[config.mk]
export PLATFORM = sky130hd
export DESIGN_NAME = sgtab_builder
export DESIGN_NICKNAME = d
export VERILOG_FILES = /design/src/rtl/sgtab_pkg.sv /design/src/rtl/sgtab_chunker.sv /design/src/rtl/sgtab_emitter.sv /design/src/rtl/sgtab_builder.sv
export SDC_FILE = /design/constraint.sdc
export NUM_CORES = 1
export LEC_CHECK = 0
export BUFFER_PORTS_ARGS = -buffer_cell sky130_fd_sc_hd__buf_2
export CAP_MARGIN = 5
export CORE_MARGIN = 2
export CORE_UTILIZATION = 35
export DETAILED_ROUTE_END_ITERATION = 12
export SYNTH_ARGS = -nofsm -noshare
export SYNTH_HDL_FRONTEND = slang
export SYNTH_SLANG_ARGS = --single-unit
export TNS_END_PERCENT = 30
[constraint.sdc]
create_clock -name clk -period 11.65 [get_ports clk]
set_input_delay 1.165 -clock clk [delete_from_list [all_inputs] [get_ports clk]]
set_output_delay 1.165 -clock clk [all_outputs]
set_load 0.02 [all_outputs]
[src/rtl/sgtab_pkg.sv]
package sgtab_pkg;

  typedef enum logic [1:0] {
    ST_LOAD  = 2'd0,
    ST_CHUNK = 2'd1,
    ST_FIN   = 2'd2
  } sgtab_state_e;

  localparam logic [16:0] WINDOW_BYTES = 17'h10000;
  localparam logic [16:0] HALF_BYTES   = 17'h08000;
  localparam logic [31:0] END_FLAG     = 32'h8000_0000;

  // Length word for a chunk of cnt bytes (1..65536); end flag not included.
  function automatic logic [31:0] sgtab_len_word(input logic [16:0] cnt,
                                                 input logic alt);
    logic [15:0] words_m1;
    words_m1 = (cnt[15:0] >> 2) - 16'd1;
    if (alt) sgtab_len_word = {words_m1, 16'h0000};
    else     sgtab_len_word = {16'h0000, cnt[15:0]};
  endfunction

endpackage

[src/rtl/sgtab_chunker.sv]
module sgtab_chunker
  import sgtab_pkg::*;
(
  input  logic [31:0] cur_addr,
  input  logic [31:0] rem_len,
  input  logic        split_en,
  input  logic        alt_en,
  output logic [16:0] step,
  output logic [31:0] len_word
);

  logic [16:0] room;
  logic [16:0] base_step;
  logic        halve;

  always_comb begin
    room      = WINDOW_BYTES - {1'b0, cur_addr[15:0]};
    base_step = (rem_len >= {15'd0, room}) ? room : rem_len[16:0];
    halve     = split_en && !alt_en && (base_step == WINDOW_BYTES);
    step      = halve ? HALF_BYTES : base_step;
    len_word  = sgtab_len_word(step, alt_en);
  end

endmodule

[src/rtl/sgtab_emitter.sv]
module sgtab_emitter #(
  parameter int ENTRY_MAX = 256,
  parameter int CNT_W     = $clog2(ENTRY_MAX + 1),
  parameter int IDX_W     = $clog2(ENTRY_MAX)
) (
  input  logic             clk,
  input  logic             rst_n,
  input  logic             produce,
  input  logic [31:0]      ent_addr,
  input  logic [31:0]      ent_len,
  input  logic             finish,
  input  logic             mark_en,
  output logic             wr_en,
  output logic [IDX_W-1:0] wr_idx,
  output logic [63:0]      wr_data,
  output logic [CNT_W-1:0] count,
  output logic             ovf
);
  import sgtab_pkg::*;

  logic [CNT_W-1:0] cnt_q, cnt_d;
  logic             ovf_q, ovf_d;
  logic             pend_vld_q, pend_vld_d;
  logic [31:0]      pend_addr_q, pend_len_q;
  logic             full, take, flush_mid, flush_end, pend_ld;
  logic [CNT_W-1:0] pend_pos;

  always_comb begin
    full      = (cnt_q == CNT_W'(ENTRY_MAX));
    take      = produce && !full && !ovf_q;
    flush_mid = take && pend_vld_q;
    flush_end = finish && pend_vld_q && !ovf_q;
    pend_pos  = cnt_q - CNT_W'(1);
    pend_ld   = take;

    cnt_d      = cnt_q;
    ovf_d      = ovf_q;
    pend_vld_d = pend_vld_q;
    if (finish) begin
      cnt_d      = '0;
      ovf_d      = 1'b0;
      pend_vld_d = 1'b0;
    end else begin
      if (produce && (full || ovf_q)) ovf_d = 1'b1;
      if (take) begin
        cnt_d      = cnt_q + CNT_W'(1);
        pend_vld_d = 1'b1;
      end
    end
  end

  always_ff @(posedge clk or negedge rst_n) begin
    if (!rst_n) begin
      cnt_q      <= '0;
      ovf_q      <= 1'b0;
      pend_vld_q <= 1'b0;
    end else begin
      cnt_q      <= cnt_d;
      ovf_q      <= ovf_d;
      pend_vld_q <= pend_vld_d;
    end
  end

  always_ff @(posedge clk) begin
    if (pend_ld) begin
      pend_addr_q <= ent_addr;
      pend_len_q  <= ent_len;
    end
  end

  assign wr_en   = flush_mid || flush_end;
  assign wr_idx  = pend_pos[IDX_W-1:0];
  assign wr_data = {pend_len_q | ((flush_end && mark_en) ? END_FLAG : 32'h0),
                    pend_addr_q};
  assign count   = cnt_q;
  assign ovf     = ovf_q;

  // the held entry index never leaves the table
  a_r7_idx_range: assert property (@(posedge clk) disable iff (!rst_n)
    wr_en |-> (pend_pos < CNT_W'(ENTRY_MAX)));

  // the count never passes capacity
  a_r7_count_cap: assert property (@(posedge clk) disable iff (!rst_n)
    cnt_q <= CNT_W'(ENTRY_MAX));

  // once overflowed, nothing more is written until the build ends
  a_r8_no_write_after_ovf: assert property (@(posedge clk) disable iff (!rst_n)
    ovf_q |-> !wr_en);

endmodule

[src/rtl/sgtab_builder.sv]
module sgtab_builder
  import sgtab_pkg::*;
#(
  parameter int ENTRY_MAX = 256,
  parameter int CNT_W     = $clog2(ENTRY_MAX + 1),
  parameter int IDX_W     = $clog2(ENTRY_MAX)
) (
  input  logic             clk,
  input  logic             rst_n,
  input  logic             split_mode,
  input  logic             alt_mode,
  input  logic             seg_valid,
  output logic             seg_ready,
  input  logic [31:0]      seg_addr,
  input  logic [31:0]      seg_len,
  input  logic             seg_last,
  output logic             wr_en,
  output logic [IDX_W-1:0] wr_idx,
  output logic [63:0]      wr_data,
  output logic             done,
  output logic             fail,
  output logic [CNT_W-1:0] entry_count
);

  sgtab_state_e state_q, state_d;
  logic [31:0]  addr_q, addr_d;
  logic [31:0]  rem_q, rem_d;
  logic         last_q, last_d;
  logic         seg_ld;
  logic         accept, produce, finish;
  logic [16:0]  step;
  logic [31:0]  len_word;
  logic [31:0]  rem_after;
  logic [CNT_W-1:0] count;
  logic         ovf;

  sgtab_chunker u_chunk (
    .cur_addr (addr_q),
    .rem_len  (rem_q),
    .split_en (split_mode),
    .alt_en   (alt_mode),
    .step     (step),
    .len_word (len_word)
  );

  sgtab_emitter #(
    .ENTRY_MAX (ENTRY_MAX),
    .CNT_W     (CNT_W),
    .IDX_W     (IDX_W)
  ) u_emit (
    .clk      (clk),
    .rst_n    (rst_n),
    .produce  (produce),
    .ent_addr (addr_q),
    .ent_len  (len_word),
    .finish   (finish),
    .mark_en  (!alt_mode),
    .wr_en    (wr_en),
    .wr_idx   (wr_idx),
    .wr_data  (wr_data),
    .count    (count),
    .ovf      (ovf)
  );

  always_comb begin
    seg_ready = (state_q == ST_LOAD);
    accept    = seg_valid && seg_ready;
    rem_after = rem_q - {15'd0, step};
    produce   = 1'b0;
    finish    = 1'b0;
    seg_ld    = 1'b0;
    state_d   = state_q;
    addr_d    = addr_q;
    rem_d     = rem_q;
    last_d    = last_q;

    unique case (state_q)
      ST_LOAD: begin
        if (accept) begin
          if (ovf || (seg_len == 32'd0)) begin
            state_d = seg_last ? ST_FIN : ST_LOAD;
          end else begin
            seg_ld  = 1'b1;
            addr_d  = seg_addr;
            rem_d   = seg_len;
            last_d  = seg_last;
            state_d = ST_CHUNK;
          end
        end
      end
      ST_CHUNK: begin
        if (ovf) begin
          state_d = last_q ? ST_FIN : ST_LOAD;
        end else begin
          produce = 1'b1;
          seg_ld  = 1'b1;
          addr_d  = addr_q + {15'd0, step};
          rem_d   = rem_after;
          if (rem_after == 32'd0) state_d = last_q ? ST_FIN : ST_LOAD;
        end
      end
      ST_FIN: begin
        finish  = 1'b1;
        state_d = ST_LOAD;
      end
      default: state_d = ST_LOAD;
    endcase
  end

  always_ff @(posedge clk or negedge rst_n) begin
    if (!rst_n) state_q <= ST_LOAD;
    else        state_q <= state_d;
  end

  always_ff @(posedge clk) begin
    if (seg_ld) begin
      addr_q <= addr_d;
      rem_q  <= rem_d;
      last_q <= last_d;
    end
  end

  assign done        = (state_q == ST_FIN);
  assign fail        = ovf || (count == '0);
  assign entry_count = fail ? '0 : count;

  // Checking views of the written descriptor
  logic [17:0] chk_len, chk_span;
  assign chk_len  = (wr_data[47:32] == 16'h0) ? 18'h10000 : {2'b0, wr_data[47:32]};
  assign chk_span = {2'b0, wr_data[15:0]} + chk_len;

  // a normal-encoded descriptor stays inside its 64 KiB window
  a_r1_no_cross: assert property (@(posedge clk) disable iff (!rst_n)
    (wr_en && !alt_mode) |-> (chk_span <= 18'h10000));

  // with split on, no normal descriptor carries a full-window length
  a_r4_no_full_field: assert property (@(posedge clk) disable iff (!rst_n)
    (wr_en && split_mode && !alt_mode) |-> (wr_data[47:32] != 16'h0));

  // the end flag appears only on the write made in the completion cycle
  a_r5_mark_final: assert property (@(posedge clk) disable iff (!rst_n)
    (wr_en && !alt_mode && wr_data[63]) |-> done);

  // a failed build reports zero descriptors
  a_r8_fail_zero: assert property (@(posedge clk) disable iff (!rst_n)
    (done && fail) |-> (entry_count == '0));

  // done lasts one cycle and no segment is taken with it
  a_r10_done_pulse: assert property (@(posedge clk) disable iff (!rst_n)
    done |=> !done);
  a_r10_no_ready_done: assert property (@(posedge clk) disable iff (!rst_n)
    done |-> !seg_ready);

endmodule

* After elaboration in Yosys (flattened, before gate mapping)
Cells that the tools add are included.
** Operators by class
- Reductions and logical operators :: 27
- $add $sub $neg :: 6
- Multiplexer cells :: 31
- Eq/ne operators :: 8
- Bitwise operators :: 2
- Order comparisons :: 1
** Operators by type and width (number)
- 32-bit two-way mux :: 7
- 32-bit case mux with 2 select lines :: 2
- 32-bit zero test :: 2
- 17-bit two-way mux :: 2
- 32-bit by 17-bit adder with 32-bit output :: 1
- 32-bit by 17-bit >= comparator with 1-bit output :: 1
- 32-bit bitwise OR :: 1
- 32-bit by 17-bit subtractor with 32-bit output :: 1
- 9-bit two-way mux :: 3
- 17-bit == test (second input constant) :: 1
- 17-bit by 16-bit subtractor with 17-bit output (first input constant) :: 1
- 14-bit by 1-bit subtractor with 15-bit output (second input constant) :: 1
- 2-bit two-way mux :: 6
- 1-bit logical AND :: 10
- 9-bit by 1-bit adder with 9-bit output (second input constant) :: 1
- 9-bit == test (second input constant) :: 1
- 9-bit zero test :: 1
- 1-bit two-way mux :: 9
- 8-bit by 1-bit subtractor with 8-bit output (second input constant) :: 1
- 2-bit nonzero test :: 3
- 5-bit AND reduction :: 1
- 1-bit logical OR :: 4
- 2-bit != test (second input constant) :: 2
- 2-bit case mux with 2 select lines :: 1
- other kinds (10) :: 12
** Storage, ports and cells
- Input bits :: 70
- Bits in registers :: 142
- Word-level logic and storage cells :: 85

* Longest topological paths before layout
Gate-level depths: netlist of run 1.
- Depth after elaboration :: 11
- Depth in mapped cells :: 34
- Depth with buffers taken out :: 30

* Hierarchy
From an unflattened synthesis of run 1, not the netlist that was laid out.
** Unflattened totals
- Cells, all modules :: 1132
- Area, all modules :: 10686.5 µm²
** Modules (own cells, without submodules)
- sgtab_builder :: cells an instance 638, instances 1, seq. area each 2001.9 µm², area each 5576.6 µm²
- sgtab_emitter :: cells an instance 176, instances 1, seq. area each 2197.1 µm², area each 2945.3 µm²
- sgtab_chunker :: cells an instance 318, instances 1, seq. area each 0.0 µm², area each 2164.6 µm²

* Least setup slack after synthesis of run 1
No wires, ideal clock.
- Kind :: reg-to-reg
- Start :: register addr_q[3]
- End :: register state_q[0]
- Library setup time :: 118 ps
- Cell stages (with the launch flop) :: 30
- Setup slack :: 4298 ps
- Data arrival time :: 7233 ps
- Cell sequence :: edfxtp_1 -> nor4_4 -> nand2_2 -> or3_1 -> nor3_1 -> xnor2_1 -> inv_1 -> ha_1 -> nand2_1 -> nor2_1 -> a211oi_1 -> o211ai_1 -> a21oi_2 -> clkbuf_1 -> buf_1 -> clkbuf_1 -> nor2_1 -> a21oi_1 -> fa_1 -> a211o_1 -> o211ai_2 -> a211oi_1 -> nor3_1 -> o41ai_1 -> a2111oi_1 -> nor3_2 -> xor2_1 -> o2111ai_1 -> or4_4 -> a21o_1
** On the way
- Word-level cells in the longest chain between the ends :: 10
** Ends and longest elaborated chain
- from (decl) :: RTL line sgtab_builder.sv:26 : logic [31:0] addr_q, addr_d;
- from (signal assigned) :: RTL line sgtab_builder.sv:117 : addr_q <= addr_d;
- 17-bit by 16-bit subtractor with 17-bit output * :: RTL line sgtab_chunker.sv:17 : room = WINDOW_BYTES - {1'b0, cur_addr[15:0]};
- 32-bit by 17-bit >= comparator with 1-bit output :: RTL line sgtab_chunker.sv:18 : base_step = (rem_len >= {15'd0, room}) ? room : rem_len[16:0];
- 17-bit two-way mux * :: RTL line sgtab_chunker.sv:18
- 17-bit == test :: RTL line sgtab_chunker.sv:19 : halve = split_en && !alt_en && (base_step == WINDOW_BYTES);
- 1-bit logical AND :: RTL line sgtab_chunker.sv:19
- 17-bit two-way mux * :: RTL line sgtab_chunker.sv:20 : step = halve ? HALF_BYTES : base_step;
- 32-bit by 17-bit subtractor with 32-bit output * :: RTL line sgtab_builder.sv:68 : rem_after = rem_q - {15'd0, step};
- 32-bit zero test * :: RTL line sgtab_builder.sv:99 : if (rem_after == 32'd0) state_d = last_q ? ST_FIN : ST_LOAD;
- 3-bit by 2-bit != test with 1-bit output (no source line) *
- 2-bit AND reduction (no source line) *
- to (signal assigned) :: RTL line sgtab_builder.sv:112 : else state_q <= state_d;
- to (decl) :: RTL line sgtab_builder.sv:25 : sgtab_state_e state_q, state_d;
Mark *: on every way between the ends. The rest lies on a longest branch, timed or not.
A chain may end at the register's enable or synchronous reset.

* Worst setup path in the final report of run 1
- Start :: register addr_q[3]
- End :: register addr_q[26], data pin
** On the way
- Word-level cells in the longest chain between the ends :: 9
** Ends and longest elaborated chain
- 17-bit by 16-bit subtractor with 17-bit output * :: RTL line sgtab_chunker.sv:17
- 32-bit by 17-bit >= comparator with 1-bit output :: RTL line sgtab_chunker.sv:18
- 17-bit two-way mux * :: RTL line sgtab_chunker.sv:18
- 17-bit == test :: RTL line sgtab_chunker.sv:19
- 1-bit logical AND :: RTL line sgtab_chunker.sv:19
- 17-bit two-way mux * :: RTL line sgtab_chunker.sv:20
- named net step[0] :: RTL line sgtab_builder.sv:31 : logic [16:0] step;
- 32-bit by 17-bit adder with 32-bit output * :: RTL line sgtab_builder.sv:97 : addr_d = addr_q + {15'd0, step};
- 32-bit two-way mux * :: RTL line sgtab_builder.sv:92 : if (ovf) begin
- 32-bit case mux with 2 select lines * :: RTL line sgtab_builder.sv:77 : unique case (state_q)
- named net addr_d[26] :: RTL line sgtab_builder.sv:26
The timed path passes the listed nets; every way through them passes the cells marked *. The select of a mux whose other input is x is not followed.

==> flow_summary.json, run 1 <==
{
  "cts_buffers": 17,
  "wire_per_inst_um": 17.3,
  "reg2reg_depth": 30,
  "synth_area_sq_um": 9220,
  "crit_start": "addr_q[3]",
  "synth_flop_cell": "edfxtp_1",
  "track_usage_pct": 18.2,
  "tritoncts": "done",
  "yosysMostFrequentCell": "edfxtp_1",
  "clock_path_buffers": 2,
  "vias_per_cell": 5.23,
  "antenna_left": 0,
  "synthCells": 956,
  "avgSynthCellArea_sq_um": 9.64,
  "fp.dieArea_sq_um": 27600,
  "clock_skew_ns": 0.0125,
  "first_global_vias": 7401,
  "cts-root-buf": "clkbuf_16",
  "min_period_over_period_pct": 68.9,
  "postPlaceCellArea_sq_um": 10300,
  "die_h_um": 166,
  "wl_met3_mm": 1.40,
  "setup_violations": 0,
  "grt_setup_unrepaired": "false",
  "die_x_um": 166,
  "slew_headroom_pct": 18.0,
  "area_growth_pct": 18.6,
  "hold_violations": 0,
  "ys_types": 71,
  "critical_path_class": "flop to flop",
  "cp_max_fo": 39,
  "cpPeakStageDelay_ns": 1.01,
  "yosys-top-cells-count": "edfxtp_1 (128), nand2_1 (110), nor2_1 (90)",
  "start_util_pct": 35.5,
  "syn-num-nets": 1083,
  "route.detailed.drc": 0,
  "drt-pass1-iter-count": 5,
  "cts.clk_slew.worst_paths_ns": 0.07,
  "status": "finished clean",
  "synthArstFlopShare_pct": 9.22,
  "grt-ovfl-total": 0,
  "hold_class": "flop to flop",
  "crit_path_frequent_cell": "o21ai_0",
  "final_layout_size_suffix_gt1_share_pct": 20.0,
  "finalSetupTns_ns": 0,
  "synth_warnings": 0,
  "synth_top_cell_area_share_pct": 41.7,
  "start_kind": "flop",
  "synth_area_leader_cell": "edfxtp_1",
  "maxCapViolCount": 0,
  "antenna_found_initial": 0,
  "vias": 7577,
  "postCtsHoldBufs": 0,
  "min_to": "u_emit.pend_addr_q[31]",
  "finish.instance_area_sq_um": 10900,
  "grt_pass1_wl_mm": 39.9,
  "yosysSeqAreaShare_pct": 45.2,
  "min_path_cells": 0,
  "crit_required_ns": 11.80,
  "nets": 1229,
  "place_hpwl_mm": 19.0,
  "floorplan.rows": 59,
  "wl_met2_mm": 11.7,
  "clock_latency_ns": 0.43,
  "synth-edff-count": 128,
  "fin_crit_ns": 8.03,
  "htreeDepth": 4,
  "reg2reg_from": "addr_q[3]",
  "cts_resized": 0,
  "clock_sinks": 141,
  "ios": 155,
  "slew_viol_final": 0,
  "timing.rr.end": "addr_q[26]",
  "ys_seq_elements": 141,
  "diodes": 0,
  "max_freq_mhz": 125,
  "cp_slowest_cell": "a211oi_1",
  "drtIter0Drc": 537,
  "grt_max_degree": 105,
  "worstPathArrival_ns": 8.18,
  "r2r_slack_ns": 3.62,
  "postCtsSetupBuffers": 0,
  "wl_met1_mm": 11.2,
  "gp_congestion": 0.952,
  "top_layer": "met4",
  "io_buffers": 154,
  "cp-end-kind": "flop",
  "hp-start": "addr_q[31]",
  "synth_top_cells_by_area": "edfxtp_1 (42%), ha_1 (7.5%), o21ai_0 (4.8%), xnor2_1 (4.6%), nand2_1 (4.5%)",
  "wl_mm": 25.1,
  "tightest_slew_ns": 1.22,
  "hold_slack_ns": 0.486,
  "coreArea_sq_um": 26000
}
## final cells by class
class	instances	area, sq um
clock buffer	17	425
fill	2597	15100
clock inverter	15	176
sequential	141	4170
inverter	56	210
timing repair buffer	158	801
multi-input combinational	728	4730
tap	335	419
## cell families after synthesis
kind of cell | share of synthesized area (%)
and+or+nand+nor | 19.5
buffers and inverters | 3.62
adders and majority gates | 8.02
muxes | 1.03
DFF | 45.2
AOI/OAI and AO/OA | 14.5
xor gates and xnor gates | 8.08
## worst max-delay path: cells and delay by family, from the launching register on
family | cells | cell delay, ns
AO/OA/AOI/OAI | 14 | 3.65
XOR/XNOR | 2 | 0.41
adder cells (fa/ha/maj) | 3 | 0.96
buffers and inverters | 3 | 0.54
flip-flops | 1 | 0.52
AND/OR/NAND/NOR | 8 | 1.63
## layer usage
| layer | vias up | track usage [%] |
|---|---|---|
| met3 | 38 | 2.88 |
| met2 | 225 | 29.4 |
| met1 | 3548 | 24.3 |
| li1 | 3766 | - |
| met4 | 0 | 8.13 |
| met5 | - | 0 |
## worst max path at each step
stage	cells after the start	slack [ns]	endpoint
3_5_place_dp	27	3.73	state_q[0]
4_1_cts	30	3.66	addr_q[26]
3_3_place_gp	30	3.91	addr_q[30]
2_1_floorplan	29	4.30	state_q[0]
6_report	30	3.62	addr_q[26]
5_1_grt	27	2.90	state_q[0]
## per-stage QoR
step,worst slack [ns],instances,utilization (%)
2_1_floorplan,4.30,956,-
3_3_place_gp,3.91,1418,39.8
3_5_place_dp,3.73,1418,39.8
4_1_cts,3.66,1450,42.1
5_1_grt,2.90,1450,42.1
6_report,3.62,1450,42.1
## sequential cells by signal, indices dropped and copies added, names as in the netlist
register / cells
addr_q: 32
last_q: 1
rem_q: 32
state_q: 2
u_emit.count: 9
u_emit.ovf: 1
u_emit.pend_addr_q: 32
u_emit.pend_len_q: 31
u_emit.pend_vld_q: 1
## cell usage in the layout, fill, tap and decap left out, types with 4 or more instances in the layout
master	synthesis	layout
inv_1	53	53
nor2_1	90	90
xor2_1	37	37
and3_1	12	12
xnor2_1	48	48
a211oi_1	10	10
clkbuf_16	0	17
edfxtp_1	128	128
mux2i_1	5	5
o21a_1	6	6
buf_2	3	154
dfrtp_1	13	13
nor2b_1	7	7
a31o_2	4	4
or2_2	7	7
nor4_1	17	17
a21o_1	11	11
a21oi_1	47	47
o21ai_0	89	89
ha_1	55	55
nand3_1	16	16
or3_1	12	12
nand2_1	110	110
o21bai_1	6	6
buf_4	1	4
inv_8	0	4
nor3b_1	6	6
o31ai_1	15	15
nor3_1	24	24
or4_1	7	7
nand4_1	15	15
nand2b_1	8	7
mux2_2	4	4
and2_1	7	7
inv_6	0	5
Power of run 1 is left out: the tool's default activity adds up to more than one toggle a clock period on the data nets, which glitch-free logic cannot reach.
==> inputs of run 2 (changes only) <==
==> constraint.sdc (replaced) <==
create_clock -name clk -period 6.8 [get_ports clk]
set_input_delay 0.68 -clock clk [delete_from_list [all_inputs] [get_ports clk]]
set_output_delay 0.68 -clock clk [all_outputs]
set_load 0.02 [all_outputs]
==> flow_summary.json, run 2 (synthesis gave the netlist of run 1 again) <==
{
  "status": "finished clean",
  "max_freq_mhz": 154,
  "fin_crit_ns": 6.51,
  "reg2reg_depth": 28,
  "vias": 7854,
  "grt-ovfl-total": 0,
  "route.detailed.drc": 0,
  "antenna_left": 0,
  "cts.clk_slew.worst_paths_ns": 0.07,
  "cp_slowest_cell": "or4_4",
  "r2r_slack_ns": 0.29,
  "cp-end-kind": "flop",
  "hold_violations": 0,
  "critical_path_class": "flop to flop",
  "coreArea_sq_um": 26000,
  "start_util_pct": 35.5,
  "layout_common_cells": "buf_2 (154), edfxtp_1 (128), nand2_1 (110), nor2_1 (88), o21ai_0 (82)",
  "start_kind": "flop",
  "setup_violations": 0,
  "drtIter0Drc": 461,
  "cp_max_fo": 21,
  "tritoncts": "done",
  "drt-pass1-iter-count": 4,
  "cpPeakStageDelay_ns": 0.53,
  "slew_headroom_pct": 24.3,
  "wire_per_inst_um": 17.6,
  "crit_required_ns": 7.14,
  "diodes": 0,
  "min_period_over_period_pct": 95.8,
  "final_layout_size_suffix_gt1_share_pct": 27.1,
  "die_x_um": 166,
  "track_usage_pct": 18.8,
  "finish.instance_area_sq_um": 11600,
  "clock_skew_ns": 0.0142,
  "timing.rr.end": "state_q[1]",
  "finalSetupTns_ns": 0,
  "maxCapViolCount": 0,
  "ios": 155,
  "grt_pass1_wl_mm": 40.8,
  "post-route-util_pct": 44.5,
  "top_regs": "addr_q: 32 flops, rem_q: 32 flops, u_emit.pend_addr_q: 32 flops",
  "clock_sinks": 141,
  "reg2reg_from": "addr_q[2]",
  "die_h_um": 166,
  "tightest_slew_ns": 1.12,
  "final_common_cell": "buf_2",
  "place_hpwl_mm": 20.0,
  "slew_viol_final": 0,
  "hold_class": "primary input to async pin",
  "worstPathArrival_ns": 6.85,
  "first_global_vias": 7413,
  "cts_buffers": 17,
  "io_buffers": 154,
  "n_fill_cell": 2547,
  "area_growth_pct": 25.5,
  "postPlaceCellArea_sq_um": 10700,
  "floorplan.rows": 59,
  "grt_max_degree": 73,
  "hold_slack_ns": 0.127,
  "gp_congestion": 0.913,
  "clock_latency_ns": 0.43,
  "clock_path_buffers": 2,
  "antenna_found_initial": 0,
  "nets": 1288,
  "cts-root-buf": "clkbuf_16",
  "wl_mm": 26.5,
  "fp.dieArea_sq_um": 27600,
  "htreeDepth": 4,
  "vias_per_cell": 5.20
}
[run 2: changes by cell type in the layout (fill, tap and decap cells not counted), sizes merged]
cell	before	now
buf	158	217
bufinv	2	0
clkinv	2	5
clkinvlp	3	2
[run 2: through the flow]
step                      setup slack (ns)  std cells
after global placement               0.120       1464
after floorplan                     0.0373        956
final                                0.286       1509
after detailed placement          -0.00455       1464
after global routing                -0.105       1509
after CTS                           0.0142       1496
[run 2: routing by layer]
layer | global-route usage [%] | wire [um] | vias up | part of all wire (%)
met2 | 30.5 | 12400 | 207 | 47
met4 | 6.56 | 735 | 0 | 2.8
met1 | 25.5 | 12200 | 3725 | 46
met5 | 0 | 0 | - | 0
met3 | 2.98 | 1200 | 44 | 4.5
li1 | - | - | 3878 | -
[run 2: worst max-delay path by stage]
stage / end / slack, ns / start
after floorplan: state_q[0] / 0.04 / addr_q[3]
after global placement: state_q[0] / 0.12 / addr_q[14]
after detailed placement: state_q[1] / -0.005 / addr_q[14]
after CTS: state_q[1] / 0.01 / addr_q[2]
after global routing: state_q[1] / -0.11 / addr_q[2]
final: state_q[1] / 0.29 / addr_q[2]
[run 2: cell type report]
| cell class | instances | area [sq um] | share of cell area (%) |
|---|---|---|---|
| tap | 335 | 419 | 3.62 |
| sequential | 141 | 4170 | 36.0 |
| timing repair buffer | 217 | 1260 | 10.9 |
| multi-input combinational | 728 | 4950 | 42.8 |
| inverter | 56 | 210 | 1.82 |
| clock inverter | 15 | 126 | 1.09 |
| clock buffer | 17 | 425 | 3.68 |
[run 2: critical path, delay by kind of cell, from the launching register on]
| kind | cells | cell delay, ns |
|---|---|---|
| xor+xnor | 2 | 0.38 |
| compound gates | 10 | 1.91 |
| flops | 1 | 0.46 |
| fa+ha+maj | 2 | 0.62 |
| buf+inv | 4 | 0.62 |
| simple gates | 10 | 2.42 |
[run 2: repair_timing]
action / CTS / global route
buffers inserted: 0 / 13
hold buffers: 0 / 0
pin swaps: 1 / 24
gates resized for setup: 1 / 46
setup endpoints to repair: 4 / 30
Power of run 2 is left out for the same reason.
==> inputs of run 3 (changes only) <==
--- a/config.mk
+++ b/config.mk
@@ -9,6 +9,7 @@
 export CAP_MARGIN = 5
 export CORE_MARGIN = 2
 export CORE_UTILIZATION = 35
+export CTS_CLUSTER_DIAMETER = 120
 export DETAILED_ROUTE_END_ITERATION = 12
 export SYNTH_ARGS = -nofsm -noshare
 export SYNTH_HDL_FRONTEND = slang
==> constraint.sdc (replaced) <==
create_clock -name clk -period 5.9 [get_ports clk]
set_input_delay 0.59 -clock clk [delete_from_list [all_inputs] [get_ports clk]]
set_output_delay 0.59 -clock clk [all_outputs]
set_load 0.02 [all_outputs]
==> flow_summary.json, run 3 (synthesis gave the netlist of run 1 again) <==
{
  "antenna_left": 0,
  "nets": 1496,
  "gp_congestion": 0.920,
  "die_x_um": 166,
  "status": "finished with violations",
  "tightest_slew_ns": 1.03,
  "clock_path_buffers": 2,
  "coreArea_sq_um": 26000,
  "start_util_pct": 35.5,
  "fin_cells": 1717,
  "dp_cells": 1598,
  "cts_buffers": 17,
  "io_buffers": 154,
  "floorplan.rows": 59,
  "final_common_cell": "buf_4",
  "setup_violations": 33,
  "final-seq-area_sq_um": 4170,
  "track_usage_pct": 20.3,
  "slew_headroom_pct": 31.3,
  "cp_slowest_cell": "or4_4",
  "grt_pass1_wl_mm": 44.7,
  "top_regs": "addr_q: 32 flops, rem_q: 32 flops, u_emit.pend_addr_q: 32 flops",
  "r2r_slack_ns": -0.36,
  "max_freq_mhz": 160,
  "pre_cts_slack_ns": -0.484,
  "die_h_um": 166,
  "cts.clk_slew.worst_paths_ns": 0.07,
  "maxCapViolCount": 0,
  "fp.dieArea_sq_um": 27600,
  "grt-ovfl-total": 0,
  "final_layout_size_suffix_gt1_share_pct": 43.1,
  "cp_max_fo": 7,
  "n_fill_cell": 2366,
  "crit_path_frequent_cell": "buf_4",
  "wl_mm": 29.4,
  "route.detailed.drc": 0,
  "start_kind": "flop",
  "slew_viol_final": 0,
  "grt_setup_unrepaired": "true",
  "drtIter0Drc": 538,
  "finish.instance_area_sq_um": 13800,
  "grt_max_degree": 104,
  "hold_slack_ns": 0.0501,
  "postCtsHoldBufs": 0,
  "cts-root-buf": "clkbuf_16",
  "wire_per_inst_um": 17.1,
  "clock_skew_ns": 0.0111,
  "ios": 155,
  "hold_class": "primary input to async pin",
  "multi_input_area_sq_um": 5500,
  "area_growth_pct": 49.9,
  "postPlaceCellArea_sq_um": 11800,
  "cp-end-kind": "flop",
  "vias_per_cell": 5.07,
  "diodes": 0,
  "vias": 8699,
  "first_global_vias": 8486,
  "place_hpwl_mm": 21.0,
  "drt-pass1-iter-count": 5,
  "crit_required_ns": 6.22,
  "layout_common_cells": "buf_4 (247), buf_2 (154), edfxtp_1 (128), nand2_1 (106), nor2_1 (80)",
  "htreeDepth": 4,
  "min_period_over_period_pct": 106,
  "cpPeakStageDelay_ns": 0.53,
  "finalWorstSetupSlack_ns": -0.356,
  "clock_latency_ns": 0.43,
  "violations": "setup timing",
  "tritoncts": "done",
  "fin_crit_ns": 6.26,
  "worstPathArrival_ns": 6.58,
  "critical_path_class": "flop to flop",
  "antenna_found_initial": 0,
  "clock_sinks": 141,
  "hold_violations": 0
}
run 3: repair_timing:
action,CTS,global route
gates resized for setup,75,95
pin swaps,59,76
cloned,1,0
setup buffers,65,26
endpoints found under the setup margin,35,46
run 3: path summary, 6_finish.rpt:
| path | end | startpoint | cells past startpoint |
|---|---|---|---|
| max | state_q[0] | addr_q[3] | 31 |
| min | u_emit.count[7] | rst_n | 1 |
| max reg2reg | state_q[0] | addr_q[3] | 31 |
| min reg2reg | u_emit.pend_addr_q[16] | addr_q[16] | 0 |
| max in group asynchronous | u_emit.count[8] | rst_n | 1 |
| min in group clk | last_q | seg_last | 1 |
run 3: final cells by class:
type | count | share of cell area, %
inverter | 56 | 1.52
sequential | 141 | 30.2
tap | 335 | 3.03
multi-input combinational | 729 | 39.8
clock buffer | 20 | 3.16
timing repair buffer | 424 | 21.1
clock inverter | 12 | 1.18
run 3: per-layer routing:
layer  up-vias  GRT usage, %  routed length, um
li1       4300             -                  -
met1      4125          26.6              13000
met2       230          34.2              14500
met3        44          3.69               1250
met4         0          6.33                687
met5         -             0                  0
run 3: critical path: cells and delay by family, from the launching register on:
family,cells,cell delay (ns)
simple gates,12,2.51
xor+xnor,2,0.40
flops,1,0.42
buf+inv,7,0.97
compound gates,8,1.31
fa+ha+maj,2,0.50
run 3: through the flow:
step	setup TNS, ns	util (%)
after detailed placement	-8.90	45.4
after floorplan	-7.16	-
after CTS	-5.87	50.8
final	-5.34	53.2
after global routing	-14.70	53.2
after global placement	-4.97	45.4
Power of run 3 is left out for the same reason.
